$ cat src/rtl/irq_if_pkg.sv
package irq_if_pkg;
  localparam int ID_W   = 10;
  localparam int PRIO_W = 8;
  localparam int DATA_W = 32;
  localparam int ADDR_W = 8;

  localparam logic [ID_W-1:0] SPURIOUS_ID    = 10'd1023;
  localparam logic [ID_W-1:0] FIRST_RESERVED = 10'd1020;

  typedef enum logic [7:0] {
    OFF_CTRL = 8'h00,
    OFF_MASK = 8'h04,
    OFF_BP   = 8'h08,
    OFF_ACK  = 8'h0C,
    OFF_EOI  = 8'h10,
    OFF_RUN  = 8'h14,
    OFF_HIGH = 8'h18
  } reg_off_e;
endpackage

$ cat src/rtl/cpu_if_gate.sv
module cpu_if_gate
  import irq_if_pkg::*;
#(
  parameter int IDW = ID_W,
  parameter int PW  = PRIO_W
) (
  input  logic          if_en,
  input  logic          dist_en,
  input  logic          cand_valid,
  input  logic [IDW-1:0] cand_id,
  input  logic [PW-1:0]  cand_prio,
  input  logic [PW-1:0]  prio_mask,
  input  logic [PW-1:0]  running_prio,
  input  logic          stack_full,
  output logic          qualify,
  output logic [IDW-1:0] pend_id
);
  logic real_id;
  logic beats_mask;
  logic beats_run;

  always_comb begin
    real_id    = cand_valid && (cand_id < IDW'(FIRST_RESERVED));
    beats_mask = cand_prio < prio_mask;
    beats_run  = cand_prio < running_prio;
    qualify    = if_en && dist_en && real_id && beats_mask && beats_run && !stack_full;
    pend_id    = real_id ? cand_id : IDW'(SPURIOUS_ID);
  end
endmodule

$ cat src/rtl/cpu_if_active_stack.sv
module cpu_if_active_stack
  import irq_if_pkg::*;
#(
  parameter int DEPTH = 4,
  parameter int IDW   = ID_W,
  parameter int PW    = PRIO_W
) (
  input  logic           clk,
  input  logic           rst_n,
  input  logic           push,
  input  logic [IDW-1:0] push_id,
  input  logic [PW-1:0]  push_prio,
  input  logic           pop,
  output logic [PW-1:0]  running_prio,
  output logic [IDW-1:0] top_id,
  output logic           nonempty,
  output logic           full
);
  localparam int CNT_W = $clog2(DEPTH + 1);
  localparam int PTR_W = (DEPTH > 1) ? $clog2(DEPTH) : 1;

  logic [IDW-1:0] id_mem   [DEPTH];
  logic [PW-1:0]  prio_mem [DEPTH];
  logic [CNT_W-1:0] count;
  logic [PTR_W-1:0] top_idx;
  logic [PTR_W-1:0] wr_idx;

  assign nonempty = count != '0;
  assign full     = count == CNT_W'(DEPTH);
  assign top_idx  = PTR_W'(count - CNT_W'(1));
  assign wr_idx   = PTR_W'(count);

  always_comb begin
    running_prio = nonempty ? prio_mem[top_idx] : {PW{1'b1}};
    top_id       = nonempty ? id_mem[top_idx] : '0;
  end

  always_ff @(posedge clk) begin
    if (!rst_n) begin
      count <= '0;
      for (int i = 0; i < DEPTH; i++) begin
        id_mem[i]   <= '0;
        prio_mem[i] <= '0;
      end
    end else if (push && !full) begin
      id_mem[wr_idx]   <= push_id;
      prio_mem[wr_idx] <= push_prio;
      count            <= count + CNT_W'(1);
    end else if (pop && nonempty) begin
      count <= count - CNT_W'(1);
    end
  end

  AST_COUNT_BOUND: assert property (@(posedge clk) disable iff (!rst_n)
    count <= CNT_W'(DEPTH));
  AST_NEST_STRICT: assert property (@(posedge clk) disable iff (!rst_n)
    push && !full |-> push_prio < running_prio);
  AST_PUSH_SETS_RUNNING: assert property (@(posedge clk) disable iff (!rst_n)
    push && !full |=> running_prio == $past(push_prio));
  AST_POP_SHRINKS: assert property (@(posedge clk) disable iff (!rst_n)
    pop && nonempty && !push |=> count == $past(count) - CNT_W'(1));
endmodule

$ cat src/rtl/cpu_if_regfile.sv
module cpu_if_regfile
  import irq_if_pkg::*;
#(
  parameter int IDW = ID_W,
  parameter int PW  = PRIO_W,
  parameter int DW  = DATA_W,
  parameter int AW  = ADDR_W
) (
  input  logic           clk,
  input  logic           rst_n,
  input  logic           req,
  input  logic           wr,
  input  logic [AW-1:0]  addr,
  input  logic [DW-1:0]  wdata,
  output logic           rsp_valid,
  output logic [DW-1:0]  rdata,
  output logic           if_en,
  output logic [PW-1:0]  prio_mask,
  input  logic           qualify,
  input  logic [IDW-1:0] cand_id,
  input  logic [IDW-1:0] pend_id,
  input  logic [PW-1:0]  running_prio,
  input  logic [IDW-1:0] top_id,
  input  logic           nonempty,
  output logic           push,
  output logic           pop,
  output logic           ack_pulse,
  output logic [IDW-1:0] ack_id,
  output logic           eoi_pulse,
  output logic [IDW-1:0] eoi_id
);
  logic          rd_en;
  logic          wr_en;
  logic [DW-1:0] rd_mux;

  assign rd_en = req && !wr;
  assign wr_en = req && wr;
  assign push  = rd_en && (addr == AW'(OFF_ACK)) && qualify;
  assign pop   = wr_en && (addr == AW'(OFF_EOI)) && nonempty && (wdata == DW'(top_id));

  always_comb begin
    rd_mux = '0;
    if (addr == AW'(OFF_CTRL))      rd_mux = DW'(if_en);
    else if (addr == AW'(OFF_MASK)) rd_mux = DW'(prio_mask);
    else if (addr == AW'(OFF_ACK))  rd_mux = qualify ? DW'(cand_id) : DW'(SPURIOUS_ID);
    else if (addr == AW'(OFF_RUN))  rd_mux = DW'(running_prio);
    else if (addr == AW'(OFF_HIGH)) rd_mux = DW'(pend_id);
  end

  always_ff @(posedge clk) begin
    if (!rst_n) begin
      rsp_valid <= 1'b0;
      rdata     <= '0;
      if_en     <= 1'b0;
      prio_mask <= '0;
      ack_pulse <= 1'b0;
      ack_id    <= '0;
      eoi_pulse <= 1'b0;
      eoi_id    <= '0;
    end else begin
      rsp_valid <= rd_en;
      rdata     <= rd_en ? rd_mux : '0;
      ack_pulse <= push;
      ack_id    <= push ? cand_id : '0;
      eoi_pulse <= pop;
      eoi_id    <= pop ? top_id : '0;
      if (wr_en && addr == AW'(OFF_CTRL)) if_en     <= wdata[0];
      if (wr_en && addr == AW'(OFF_MASK)) prio_mask <= wdata[PW-1:0];
    end
  end

  AST_RSP_AFTER_READ: assert property (@(posedge clk) disable iff (!rst_n)
    rsp_valid |-> $past(req && !wr));
  AST_ACK_REAL_ID: assert property (@(posedge clk) disable iff (!rst_n)
    ack_pulse |-> ack_id < IDW'(FIRST_RESERVED));
  AST_ACK_MATCHES_DATA: assert property (@(posedge clk) disable iff (!rst_n)
    ack_pulse |-> rsp_valid && rdata == DW'(ack_id));
  AST_EOI_NAMES_TOP: assert property (@(posedge clk) disable iff (!rst_n)
    eoi_pulse |-> eoi_id == $past(top_id));
  AST_PULSE_EXCLUSIVE: assert property (@(posedge clk) disable iff (!rst_n)
    !(ack_pulse && eoi_pulse));
endmodule

$ cat src/rtl/cpu_irq_iface.sv
module cpu_irq_iface
  import irq_if_pkg::*;
#(
  parameter int NEST_DEPTH = 4,
  parameter int IDW        = ID_W,
  parameter int PW         = PRIO_W,
  parameter int DW         = DATA_W,
  parameter int AW         = ADDR_W
) (
  input  logic           clk,
  input  logic           rst_n,
  input  logic           reg_req,
  input  logic           reg_wr,
  input  logic [AW-1:0]  reg_addr,
  input  logic [DW-1:0]  reg_wdata,
  output logic           reg_rsp_valid,
  output logic [DW-1:0]  reg_rdata,
  input  logic           dist_en,
  input  logic           cand_valid,
  input  logic [IDW-1:0] cand_id,
  input  logic [PW-1:0]  cand_prio,
  output logic           irq,
  output logic           ack_pulse,
  output logic [IDW-1:0] ack_id,
  output logic           eoi_pulse,
  output logic [IDW-1:0] eoi_id
);
  logic           if_en;
  logic [PW-1:0]  prio_mask;
  logic [PW-1:0]  running_prio;
  logic [IDW-1:0] top_id;
  logic [IDW-1:0] pend_id;
  logic           nonempty;
  logic           full;
  logic           qualify;
  logic           push;
  logic           pop;

  cpu_if_gate #(.IDW(IDW), .PW(PW)) u_gate (
    .if_en(if_en), .dist_en(dist_en), .cand_valid(cand_valid),
    .cand_id(cand_id), .cand_prio(cand_prio), .prio_mask(prio_mask),
    .running_prio(running_prio), .stack_full(full),
    .qualify(qualify), .pend_id(pend_id)
  );

  cpu_if_active_stack #(.DEPTH(NEST_DEPTH), .IDW(IDW), .PW(PW)) u_stack (
    .clk(clk), .rst_n(rst_n), .push(push), .push_id(cand_id),
    .push_prio(cand_prio), .pop(pop), .running_prio(running_prio),
    .top_id(top_id), .nonempty(nonempty), .full(full)
  );

  cpu_if_regfile #(.IDW(IDW), .PW(PW), .DW(DW), .AW(AW)) u_regs (
    .clk(clk), .rst_n(rst_n), .req(reg_req), .wr(reg_wr), .addr(reg_addr),
    .wdata(reg_wdata), .rsp_valid(reg_rsp_valid), .rdata(reg_rdata),
    .if_en(if_en), .prio_mask(prio_mask), .qualify(qualify),
    .cand_id(cand_id), .pend_id(pend_id), .running_prio(running_prio),
    .top_id(top_id), .nonempty(nonempty), .push(push), .pop(pop),
    .ack_pulse(ack_pulse), .ack_id(ack_id),
    .eoi_pulse(eoi_pulse), .eoi_id(eoi_id)
  );

  assign irq = qualify;

  AST_IRQ_NEEDS_ENABLES: assert property (@(posedge clk) disable iff (!rst_n)
    irq |-> if_en && dist_en && cand_valid);
  AST_IDLE_AFTER_LAST_EOI: assert property (@(posedge clk) disable iff (!rst_n)
    $fell(nonempty) |-> running_prio == {PW{1'b1}});
endmodule

$ cat config.mk
export PLATFORM = sky130hd
export DESIGN_NAME = cpu_irq_iface
export DESIGN_NICKNAME = d
export VERILOG_FILES = /design/src/rtl/irq_if_pkg.sv /design/src/rtl/cpu_if_gate.sv /design/src/rtl/cpu_if_active_stack.sv /design/src/rtl/cpu_if_regfile.sv /design/src/rtl/cpu_irq_iface.sv
export SDC_FILE = /design/constraint.sdc
export NUM_CORES = 1
export LEC_CHECK = 0
export BUFFER_PORTS_ARGS = -buffer_cell sky130_fd_sc_hd__buf_2
export CORE_ASPECT_RATIO = 0.6
export CORE_UTILIZATION = 55
export CTS_CLUSTER_SIZE = 28
export DETAILED_ROUTE_END_ITERATION = 16
export HOLD_SLACK_MARGIN = 0.08
export PLACE_DENSITY_LB_ADDON = 0.25
export SKIP_CTS_REPAIR_TIMING = 1
export SLEW_MARGIN = 15
export SYNTH_ARGS = -nofsm -noshare
export SYNTH_HDL_FRONTEND = slang
export SYNTH_HIERARCHICAL = 1
export SYNTH_SLANG_ARGS = --single-unit
$ cat constraint.sdc
create_clock -name clk -period 5.7 [get_ports clk]
set_input_delay 1.14 -clock clk [delete_from_list [all_inputs] [get_ports clk]]
set_output_delay 1.14 -clock clk [all_outputs]
set_load 0.005 [all_outputs]
==> summary.md, run 1 <==
| Metric | Value |
|---|---|
| Vias per std cell | `5.83` |
| Pwr Density | `289 nW/um^2` |
| Routability cong. | `0.893` |
| Post-synthesis adder-cell area fraction | `0.0353` |
| Slew headroom | `0.337` |
| Final ANT Viol Nets | `0` |
| IO buf count | `97` |
| Largest family of logic cells by synthesized area | `simple AND/OR/NAND/NOR gates` |
| Slew @ Worst Pin | `995 ps` |
| Largest net degree at the start of global routing | `24` |
| Status | `finished, final reports clean` |
| Synth cell types | `62` |
| Crit-path cells | `inv_4 > ha_1 > mux4_2 > or2_1 > inv_1 > ha_1 > a211o_1 > a31oi_1 > nor4_1 > nor4_2 > nand4_1 > nor3b_1 > buf_4 > nand2_2 > nor4_4 > nand2b_1` |
| Crit path arrival time | `5310 ps` |
| Yosys warnings | `6` |
| Mux contribution to synthesized area | `0.0875` |
| Leakage dissipation | `2.88 nW` |
| Most common cell after layout, fill and taps aside | `buf_2` |
| Placed wire-length estimate | `11.7 mm` |
| Inserted Clock Buffers | `17` |
| Synth Area in Compound Gates | `0.0722` |
| CTS tree | `built` |
| Most used cell, CP | `ha_1` |
| Congestion Overflow GR | `0` |
| Synth Register Bits | `117` |
| Worst IR Drop VDD | `239 uV` |
| 1st-iter DRT viols | `555` |
| CP max FO | `18` |
| Placed insts | `738` |
| Drt pass-1 iters | `5` |
| Main synth FF type | `edfxtp_1` |
| Initial antenna violation count | `1` |
| Largest stage delay, worst path | `800 ps` |
| Number of synthesized flops with an enable pin | `72` |
| Gr usage total | `0.299` |
| Final Hold Viols | `0` |
| Synthesized-area fraction occupied by xor and xnor cells | `0.0145` |
| Synthesized area | `6030 um^2` |
| Die Ht | `83.1 um` |
| Top post-synthesis cells by area | `edfxtp_1, dfxtp_1, and2_1, mux4_2, ha_1` |
| Crit path max-delay cell type | `nand2b_1` |
| Clock latency on the worst-skew pair | `420 ps` |
| Worst-path clk slew | `60 ps` |
| Post-Synthesis Cells | `519` |
| Routed WL per cell | `20.9 um` |
| RSZ-0062 raised after global routing | `false` |
| Initial Util | `0.567` |
| Slew Viols, Final | `0` |
| Share of layout cells above drive strength 1 | `0.271` |
| Max Root-Sink Buffers | `2` |
| DR DRC count | `0` |
| Clk sinks | `117` |
| Fraction of synthesized cell area taken by the top area cell type | `0.358` |
| Final Cycle Share | `0.925` |
| Simple-gate area share of the yosys netlist | `0.217` |
| Std-Cell Rows | `29` |
| Layout area overhead | `17.9%` |
| Die area | `11400 um^2` |
| Sequential area share after synthesis | `0.508` |
| Syn_area_per_cell | `11.6 um^2` |
| Root Driver | `clkbuf_16` |
| Fmax | `0.190 GHz` |
| CP Launch Type | `register` |
| Nets | `699` |
| CORE AREA | `10600 um^2` |
| TNS Setup | `0 ps` |
| Max_cap viols | `0` |
| Chip Width | `137 um` |
| H-tree depth | `4` |
| Kind of critical path | `reg -> reg` |
| Vias post-DR | `4486` |
| Total wire length | `16.1 mm` |
| # setup viols final | `0` |
| Final Non-Filler Cells | `770` |
| Tmin final | `5270 ps` |
| Antenna cells | `0` |
| Clock skew | `10.3 ps` |
| CP required | `5730 ps` |
| Commonest non-fill, non-tap cells in the layout | `buf_2, and2_1, edfxtp_1` |
| Io pins | `120` |
| Synth async-reset ratio | `0` |
| Hold crit path type | `reg -> reg` |
| Crit. End Element | `register` |
| Vias in the first global route | `4158` |
| First-pass GRT wire length | `24.2 mm` |
| Synth area leader | `edfxtp_1` |
==> power by group <==
| group | switching [W] | leakage (nW) | internal (W) | total [W] |
|---|---|---|---|---|
| Combinational | 0.0000684 | 1.53 | 0.0000383 | 0.000107 |
| Clock | 0.000401 | 0.275 | 0.000616 | 0.00102 |
| Sequential | 0.0000104 | 1.08 | 0.000919 | 0.000929 |
| Total | 0.000479 | 2.88 | 0.00157 | 0.00205 |
==> metrics by stage <==
stage	cell area, um^2	power (W)	utilization	setup slack, ps	hold slack, ps
after global routing	7110	0.00211	0.669	36.2	565
after detailed placement	6540	0.00105	0.615	362	519
after global placement	6540	0.00105	0.615	645	524
after CTS	7110	0.00206	0.668	244	534
final	7110	0.00205	0.669	425	528
after floorplan	6110	0.000997	-	625	463
==> registers in the layout, indices dropped and copies added, names as in the netlist <==
signal	flops
u_regs/ack_id	10
u_regs/prio_mask	8
u_regs/rsp_valid	1
u_stack/count	3
u_stack/prio_mem	32
u_regs/ack_pulse	1
u_regs/if_en	1
u_regs/rdata	10
u_stack/id_mem	40
u_regs/eoi_id	10
u_regs/eoi_pulse	1
==> cell type report <==
cell class | instances | area, um^2
tap | 139 | 174
clock inverter | 13 | 128
multi-input combinational | 349 | 2660
fill | 803 | 3520
inverter | 30 | 115
timing repair buffer | 103 | 531
clock buffer | 19 | 443
sequential | 117 | 3060
==> metal layers <==
layer / GRT usage / part of all wire / vias up
met5: 0 / 0 / -
met4: 0.0799 / 0.012 / 0
met3: 0.112 / 0.12 / 29
met2: 0.383 / 0.40 / 268
met1: 0.464 / 0.46 / 2165
li1: - / - / 2024
==> cells in the mapped netlist (all sizes together) (12+ instances only) <==
master,n
and2,94
nor2b,12
mux4,18
o21ai,12
inv,30
ha,17
clkbuf,13
dfxtp,45
edfxtp,72
nand2b,13
nor4,13
a21oi,20
buf,31
nor3,16
nand2,13
==> logic make-up after synthesis <==
family / after synthesis
muxes: 30
AOI/OAI and AO/OA: 64
adders and majority gates: 17
xor gates and xnor gates: 10
buffers and inverters: 74
and+or+nand+nor: 206
DFF: 117
other: 1
==> path summary, 6_finish.rpt <==
check	from	slack [ps]	cells past startpoint	to
max	u_stack/count[1]$_SDFFE_PN0P_	430	16	u_stack/id_mem[0][3]$_SDFFCE_PN0P_
min	u_regs/prio_mask[1]$_SDFFE_PN0P_	530	1	u_regs/rdata[1]$_SDFF_PP0_
max reg2reg	u_stack/count[1]$_SDFFE_PN0P_	430	16	u_stack/id_mem[0][3]$_SDFFCE_PN0P_
min reg2reg	u_regs/prio_mask[1]$_SDFFE_PN0P_	530	1	u_regs/rdata[1]$_SDFF_PP0_
==> critical path: cells and delay by family (launching register included) <==
family / cells / cell delay [ps]
AOI/OAI and AO/OA: 2 / 450
adders and majority gates: 2 / 820
buffers and inverters: 3 / 370
DFF: 1 / 600
muxes: 1 / 360
and+or+nand+nor: 8 / 2270
Power figures use the tool's default switching activity.
==> run 2, diff against run 1 <==
--- a/config.mk
+++ b/config.mk
@@ -11,7 +11,7 @@
 export CTS_CLUSTER_SIZE = 28
 export DETAILED_ROUTE_END_ITERATION = 16
 export HOLD_SLACK_MARGIN = 0.08
-export PLACE_DENSITY_LB_ADDON = 0.25
+export PLACE_DENSITY = 0.87
 export SKIP_CTS_REPAIR_TIMING = 1
 export SLEW_MARGIN = 15
 export SYNTH_ARGS = -nofsm -noshare
==> run 2 against run 1 <==
Critical path depth grew 1. Sequential power about the same. Via count is 1.8% higher. Setup slack improved by 34 ps. Global-route usage grew 0.56 points. Routed wire length increased by 2.7%. Largest cell class unchanged.
==> summary.md, run 2 (synthesized netlist as in run 1, its figures left out) <==
| Metric | Value |
|---|---|
| Clock share of power | `0.491 (-0.004)` |
| Max_cap viols | `0 (unchanged)` |
| Vias post-DR | `4565 (+1.8%)` |
| CP required | `5730 ps (about the same)` |
| Pwr Density | `288 nW/um^2 (-0.39%)` |
| Sw Ratio | `0.236 (+0.00273)` |
| Final Util | `0.668 (-0.00106)` |
| Clock latency on the worst-skew pair | `410 ps (about the same)` |
| Inserted Clock Buffers | `17 (unchanged)` |
| CORE AREA | `10600 um^2 (unchanged)` |
| H-tree depth | `4 (unchanged)` |
| Nets | `700 (+0.14%)` |
| Chip Width | `137 um (unchanged)` |
| Tmin final | `5240 ps (-34.3 ps)` |
| Placed wire-length estimate | `12.3 mm (+4.6%)` |
| Cell Area, Placed | `6540 um^2 (+0.11%)` |
| Leakage dissipation | `2.87 nW (-0.21%)` |
| Drt pass-1 iters | `5 (unchanged)` |
| # setup viols final | `0 (unchanged)` |
| Int Power | `0.00156 W (-0.90%)` |
| RSZ-0062 raised after global routing | `false` |
| Layout area overhead | `17.7%` |
| Share of layout cells above drive strength 1 | `0.269 (-0.00201)` |
| Gate power share | `0.053 (about the same)` |
| Gr usage total | `0.304 (+0.00557)` |
| Final ANT Viol Nets | `0 (unchanged)` |
| Std-Cell Rows | `29 (unchanged)` |
| Routability cong. | `0.965 (+8.1%)` |
| Worst-path clk slew | `60 ps (about the same)` |
| Final Cycle Share | `0.919 (-0.00602)` |
| Hold crit path type | `reg -> reg` |
| TNS Setup | `0 ps (unchanged)` |
| 1st-iter DRT viols | `505 (-9.0%)` |
| Total wire length | `16.5 mm (+2.7%)` |
| Kind of critical path | `reg -> reg` |
| Crit. End Element | `register` |
| Routed WL per cell | `21.5 um (+2.5%)` |
| Max Root-Sink Buffers | `2 (unchanged)` |
| Placed insts | `739 (+0.14%)` |
| Die area | `11400 um^2 (unchanged)` |
| Largest net degree at the start of global routing | `20 (-17%)` |
| Antenna cells | `0 (unchanged)` |
| Fillers | `789 (-1.7%)` |
| Final non-filler cell area | `7100 um^2 (-0.16%)` |
| Share of power burned in registers | `0.456 (+0.003)` |
| Io pins | `120 (unchanged)` |
| Initial antenna violation count | `0 (-1)` |
| Crit path arrival time | `5270 ps (-40 ps)` |
| Clock skew | `9.09 ps (-1.24 ps)` |
| Final Hold Viols | `0 (unchanged)` |
| FF/Latch Area | `3060 um^2 (unchanged)` |
| DR DRC count | `0 (unchanged)` |
| Status | `finished, final reports clean` |
| Top flop regs | `u_stack/id_mem: 40 flops, u_stack/prio_mem: 32 flops` |
| CP max FO | `19 (+1)` |
| Worst IR Drop VDD | `254 uV (+6.5%)` |
| Vias per std cell | `5.92 (+1.6%)` |
| Final Non-Filler Cells | `771 (+0.13%)` |
| Fmax | `0.191 GHz (+0.66%)` |
| Biggest register | `u_stack/id_mem` |
| CP Launch Type | `register` |
| Vias in the first global route | `4220 (+1.5%)` |
| IO buf count | `97 (unchanged)` |
| Slew headroom | `0.365 (+0.0288)` |
| First-pass GRT wire length | `24.6 mm (+1.7%)` |
| NetSw | `0.000482 W (+0.61%)` |
| Root Driver | `clkbuf_16` |
| Clk sinks | `117 (unchanged)` |
| Most common cell after layout, fill and taps aside | `buf_2` |
| CTS tree | `built` |
| Hold_ws | `556 ps (+27.7 ps)` |
| Initial Util | `0.567 (unchanged)` |
| Slew @ Worst Pin | `952 ps (-43.3 ps)` |
| Die Ht | `83.1 um (unchanged)` |
| Max reg flops | `40 (unchanged)` |
| Area occupied by multi-input gates | `2650 um^2 (-0.19%)` |
| Congestion Overflow GR | `0 (unchanged)` |
| Commonest non-fill, non-tap cells in the layout | `buf_2, and2_1, edfxtp_1` |
| Slew Viols, Final | `0 (unchanged)` |
[run 2: worst paths after layout]
| kind | start | endpoint | slack [ps] | cells past startpoint |
|---|---|---|---|---|
| min | u_regs/prio_mask[3]$_SDFFE_PN0P_ | u_regs/rdata[3]$_SDFF_PP0_ | 560 | 1 |
| max | u_stack/count[1]$_SDFFE_PN0P_ | u_stack/id_mem[2][8]$_SDFFCE_PN0P_ | 460 | 17 |
| max reg2reg | u_stack/count[1]$_SDFFE_PN0P_ | u_stack/id_mem[2][8]$_SDFFCE_PN0P_ | 460 | 17 |
| min reg2reg | u_regs/prio_mask[3]$_SDFFE_PN0P_ | u_regs/rdata[3]$_SDFF_PP0_ | 560 | 1 |
[run 2: power groups by stage]
stage / logic [W] / registers [W] / clock network (W)
CTS: 0.000105 / 0.000930 / 0.00102
finish: 0.000107 / 0.000931 / 0.00100
floorplan: 0.0000582 / 0.000939 / 0
global route: 0.000115 / 0.000931 / 0.00106
global placement: 0.000100 / 0.000946 / 0
detailed placement: 0.000104 / 0.000947 / 0
[run 2: final cells by class]
type | count | share of cell area
Inverter | 30 | 0.0162
Timing Repair Buffer | 104 | 0.0758
Multi-Input combinational cell | 349 | 0.374
Clock inverter | 14 | 0.0180
Sequential cell | 117 | 0.431
Tap cell | 139 | 0.0245
Clock buffer | 18 | 0.0604
[run 2: worst max-delay path: stages, from the launching register on]
cell,delay (ps)
dfxtp_1,620
inv_4,100
ha_1,430
buf_4,300
mux4_2,320
or2_1,240
inv_1,70
ha_1,210
a31oi_1,180
nor4_1,80
nor4_2,280
nand4_1,180
nor3b_1,260
buf_4,210
nand2_2,140
nor4_4,200
buf_4,250
nand2b_1,760
[run 2: per-stage QoR]
stage	worst slack [ps]	total power, W
after global placement	893	0.00105
after CTS	537	0.00205
after floorplan	625	0.000997
final	460	0.00204
after global routing	129	0.00210
after detailed placement	635	0.00105
[run 2: metal layers]
metal  vias to the layer above  track usage  routed length [um]
met3                        33        0.123                2120
met5                         -            0                   0
met4                         0       0.0969                 301
met1                      2211        0.439                7020
li1                       2018            -                   -
met2                       303        0.415                7110
==> run 3, diff against run 2 <==
--- a/config.mk
+++ b/config.mk
@@ -7,6 +7,7 @@
 export LEC_CHECK = 0
 export BUFFER_PORTS_ARGS = -buffer_cell sky130_fd_sc_hd__buf_2
 export CORE_ASPECT_RATIO = 0.6
+export CORE_MARGIN = 2
 export CORE_UTILIZATION = 55
 export CTS_CLUSTER_SIZE = 28
 export DETAILED_ROUTE_END_ITERATION = 16
==> run 3 against run 2 <==
Register-to-register slack lost 30 ps. Critical path depth is the same. Maximum frequency shrank 0.59%. Clock power grew 11%. Routed wire length grew 0.31%. Via count grew 0.37%. Sequential power is essentially flat. First-iteration DRC count grew 6.7%. Hold slack gained 8.5 ps. Cell area grew 0.74%. Non-clock buffer count is the same. Critical endpoint is now u_stack/prio_mem[2][7]$_SDFFCE_PN0P_. Largest power group unchanged.
==> summary.md, run 3 (synthesized netlist as in run 1, its figures left out) <==
| Metric | Value |
|---|---|
| Status | `finished, final reports clean` |
| CORE AREA | `10600 um^2 (unchanged)` |
| H-tree depth | `4 (unchanged)` |
| Most common cell after layout, fill and taps aside | `buf_2` |
| CP max FO | `19 (unchanged)` |
| Antenna cells | `0 (unchanged)` |
| Leakage dissipation | `2.91 nW (+1.1%)` |
| Biggest register | `u_stack/id_mem` |
| Hold crit path type | `reg -> reg` |
| Share of layout cells above drive strength 1 | `0.271 (+0.00158)` |
| Clock skew | `7.64 ps (-1.45 ps)` |
| Vias in the first global route | `4419 (+4.7%)` |
| Final Hold Viols | `0 (unchanged)` |
| Largest net degree at the start of global routing | `20 (unchanged)` |
| Inserted Clock Buffers | `17 (unchanged)` |
| TNS Setup | `0 ps (unchanged)` |
| Final Cycle Share | `0.925 (+0.00542)` |
| Max Root-Sink Buffers | `2 (unchanged)` |
| DP Worst Slack | `543 ps (-92.0 ps)` |
| Nets | `700 (unchanged)` |
| Tmin final | `5270 ps (+30.9 ps)` |
| Routability cong. | `0.953 (-1.3%)` |
| First-pass GRT wire length | `25.1 mm (+2.0%)` |
| Die Ht | `85.1 um (+2.4%)` |
| Crit path arrival time | `5310 ps (+40 ps)` |
| Initial antenna violation count | `0 (unchanged)` |
| Max_cap viols | `0 (unchanged)` |
| Slew @ Worst Pin | `933 ps (-18.5 ps)` |
| DR DRC count | `0 (unchanged)` |
| Worst-path clk slew | `60 ps (about the same)` |
| CP required | `5740 ps (about the same)` |
| Layout area overhead | `18.6%` |
| Io pins | `120 (unchanged)` |
| Die area | `11800 um^2 (+3.9%)` |
| Routed WL per cell | `21.5 um (+0.31%)` |
| Commonest non-fill, non-tap cells in the layout | `buf_2, and2_1, edfxtp_1` |
| Vias post-DR | `4582 (+0.37%)` |
| Crit. End Element | `register` |
| Congestion Overflow GR | `0 (unchanged)` |
| Initial Util | `0.567 (unchanged)` |
| Pwr Density | `300 nW/um^2 (+4.2%)` |
| Hold_ws | `564 ps (+8.50 ps)` |
| Kind of critical path | `reg -> reg` |
| Root Driver | `clkbuf_16` |
| Std-Cell Rows | `29 (unchanged)` |
| Total wire length | `16.6 mm (+0.31%)` |
| Vias per std cell | `5.94 (+0.37%)` |
| Fmax | `0.190 GHz (-0.59%)` |
| IO buf count | `97 (unchanged)` |
| Fillers | `776 (-1.6%)` |
| Placed wire-length estimate | `12.4 mm (+1.0%)` |
| Top flop regs | `u_stack/id_mem: 40 flops, u_stack/prio_mem: 32 flops` |
| Clk sinks | `117 (unchanged)` |
| Final setup margin | `429 ps (-30.9 ps)` |
| RSZ-0062 raised after global routing | `false` |
| Gr usage total | `0.287 (-0.0176)` |
| Clock latency on the worst-skew pair | `420 ps (about the same)` |
| Drt pass-1 iters | `6 (+1)` |
| Worst IR Drop VDD | `263 uV (+3.3%)` |
| Chip Width | `139 um (+1.5%)` |
| 1st-iter DRT viols | `539 (+6.7%)` |
| Max reg flops | `40 (unchanged)` |
| CP Launch Type | `register` |
| Slew Viols, Final | `0 (unchanged)` |
| CTS tree | `built` |
| Final ANT Viol Nets | `0 (unchanged)` |
| # setup viols final | `0 (unchanged)` |
| Slew headroom | `0.378 (+0.0123)` |
run 3: cell count changes in the layout (fill, tap and decap cells not counted), sizes merged:
| cell | change |
|---|---|
| inv | +7 |
| clkinvlp | -2 |
| bufinv | +1 |
| clkbuf | -1 |
| clkinv | -5 |
run 3: final timing paths:
path / to / startpoint / slack (ps) / cells after the start
worst max register to register: u_stack/prio_mem[2][7]$_SDFFCE_PN0P_ / u_stack/count[1]$_SDFFE_PN0P_ / 430 / 17
worst max-delay path: u_stack/prio_mem[2][7]$_SDFFCE_PN0P_ / u_stack/count[1]$_SDFFE_PN0P_ / 430 / 17
worst min-delay path: u_regs/rdata[7]$_SDFF_PP0_ / u_regs/prio_mask[7]$_SDFFE_PN0P_ / 560 / 1
worst min register to register: u_regs/rdata[7]$_SDFF_PP0_ / u_regs/prio_mask[7]$_SDFFE_PN0P_ / 560 / 1
run 3: worst max-delay path, cell delays in order, from the launching register on:
cell	delay (ps)
dfxtp_1	640
inv_4	100
ha_1	420
buf_4	290
mux4_2	340
or2_1	250
inv_1	70
ha_1	220
a31oi_1	190
nor4_1	80
nor4_2	280
nand4_1	170
nor3b_1	290
buf_4	210
nand2_2	150
nor4_4	170
buf_4	260
nand2b_1	760
run 3: power by group:
part | switching [W] | total [W] | internal [W]
logic | 0.0000693 | 0.000107 | 0.0000380
clock network | 0.000440 | 0.00111 | 0.000666
registers | 0.0000111 | 0.000930 | 0.000919
total | 0.000520 | 0.00214 | 0.00162
run 3: area by class of cell:
| type | instances | area [um^2] | area share |
|---|---|---|---|
| Sequential cell | 117 | 3060 | 0.428 |
| Multi-Input combinational cell | 349 | 2650 | 0.371 |
| Timing Repair Buffer | 104 | 538 | 0.0752 |
| Inverter | 30 | 115 | 0.0161 |
| Clock inverter | 15 | 184 | 0.0257 |
| Tap cell | 139 | 174 | 0.0243 |
| Clock buffer | 17 | 425 | 0.0595 |
run 3: layer usage:
layer	up-vias	track usage	wire, um
li1	2013	-	-
met1	2221	0.416	7040
met2	322	0.398	6980
met3	26	0.119	2370
met4	0	0.0799	199
met5	-	0	0
run 3: metrics by stage:
stage | std cells | util | instance area [um^2] | total power [W]
after floorplan | 540 | - | 6110 | 0.000997
after global placement | 739 | 0.616 | 6540 | 0.00105
after detailed placement | 739 | 0.616 | 6540 | 0.00105
after CTS | 771 | 0.673 | 7150 | 0.00215
after global routing | 771 | 0.673 | 7150 | 0.00220
final | 771 | 0.673 | 7150 | 0.00214
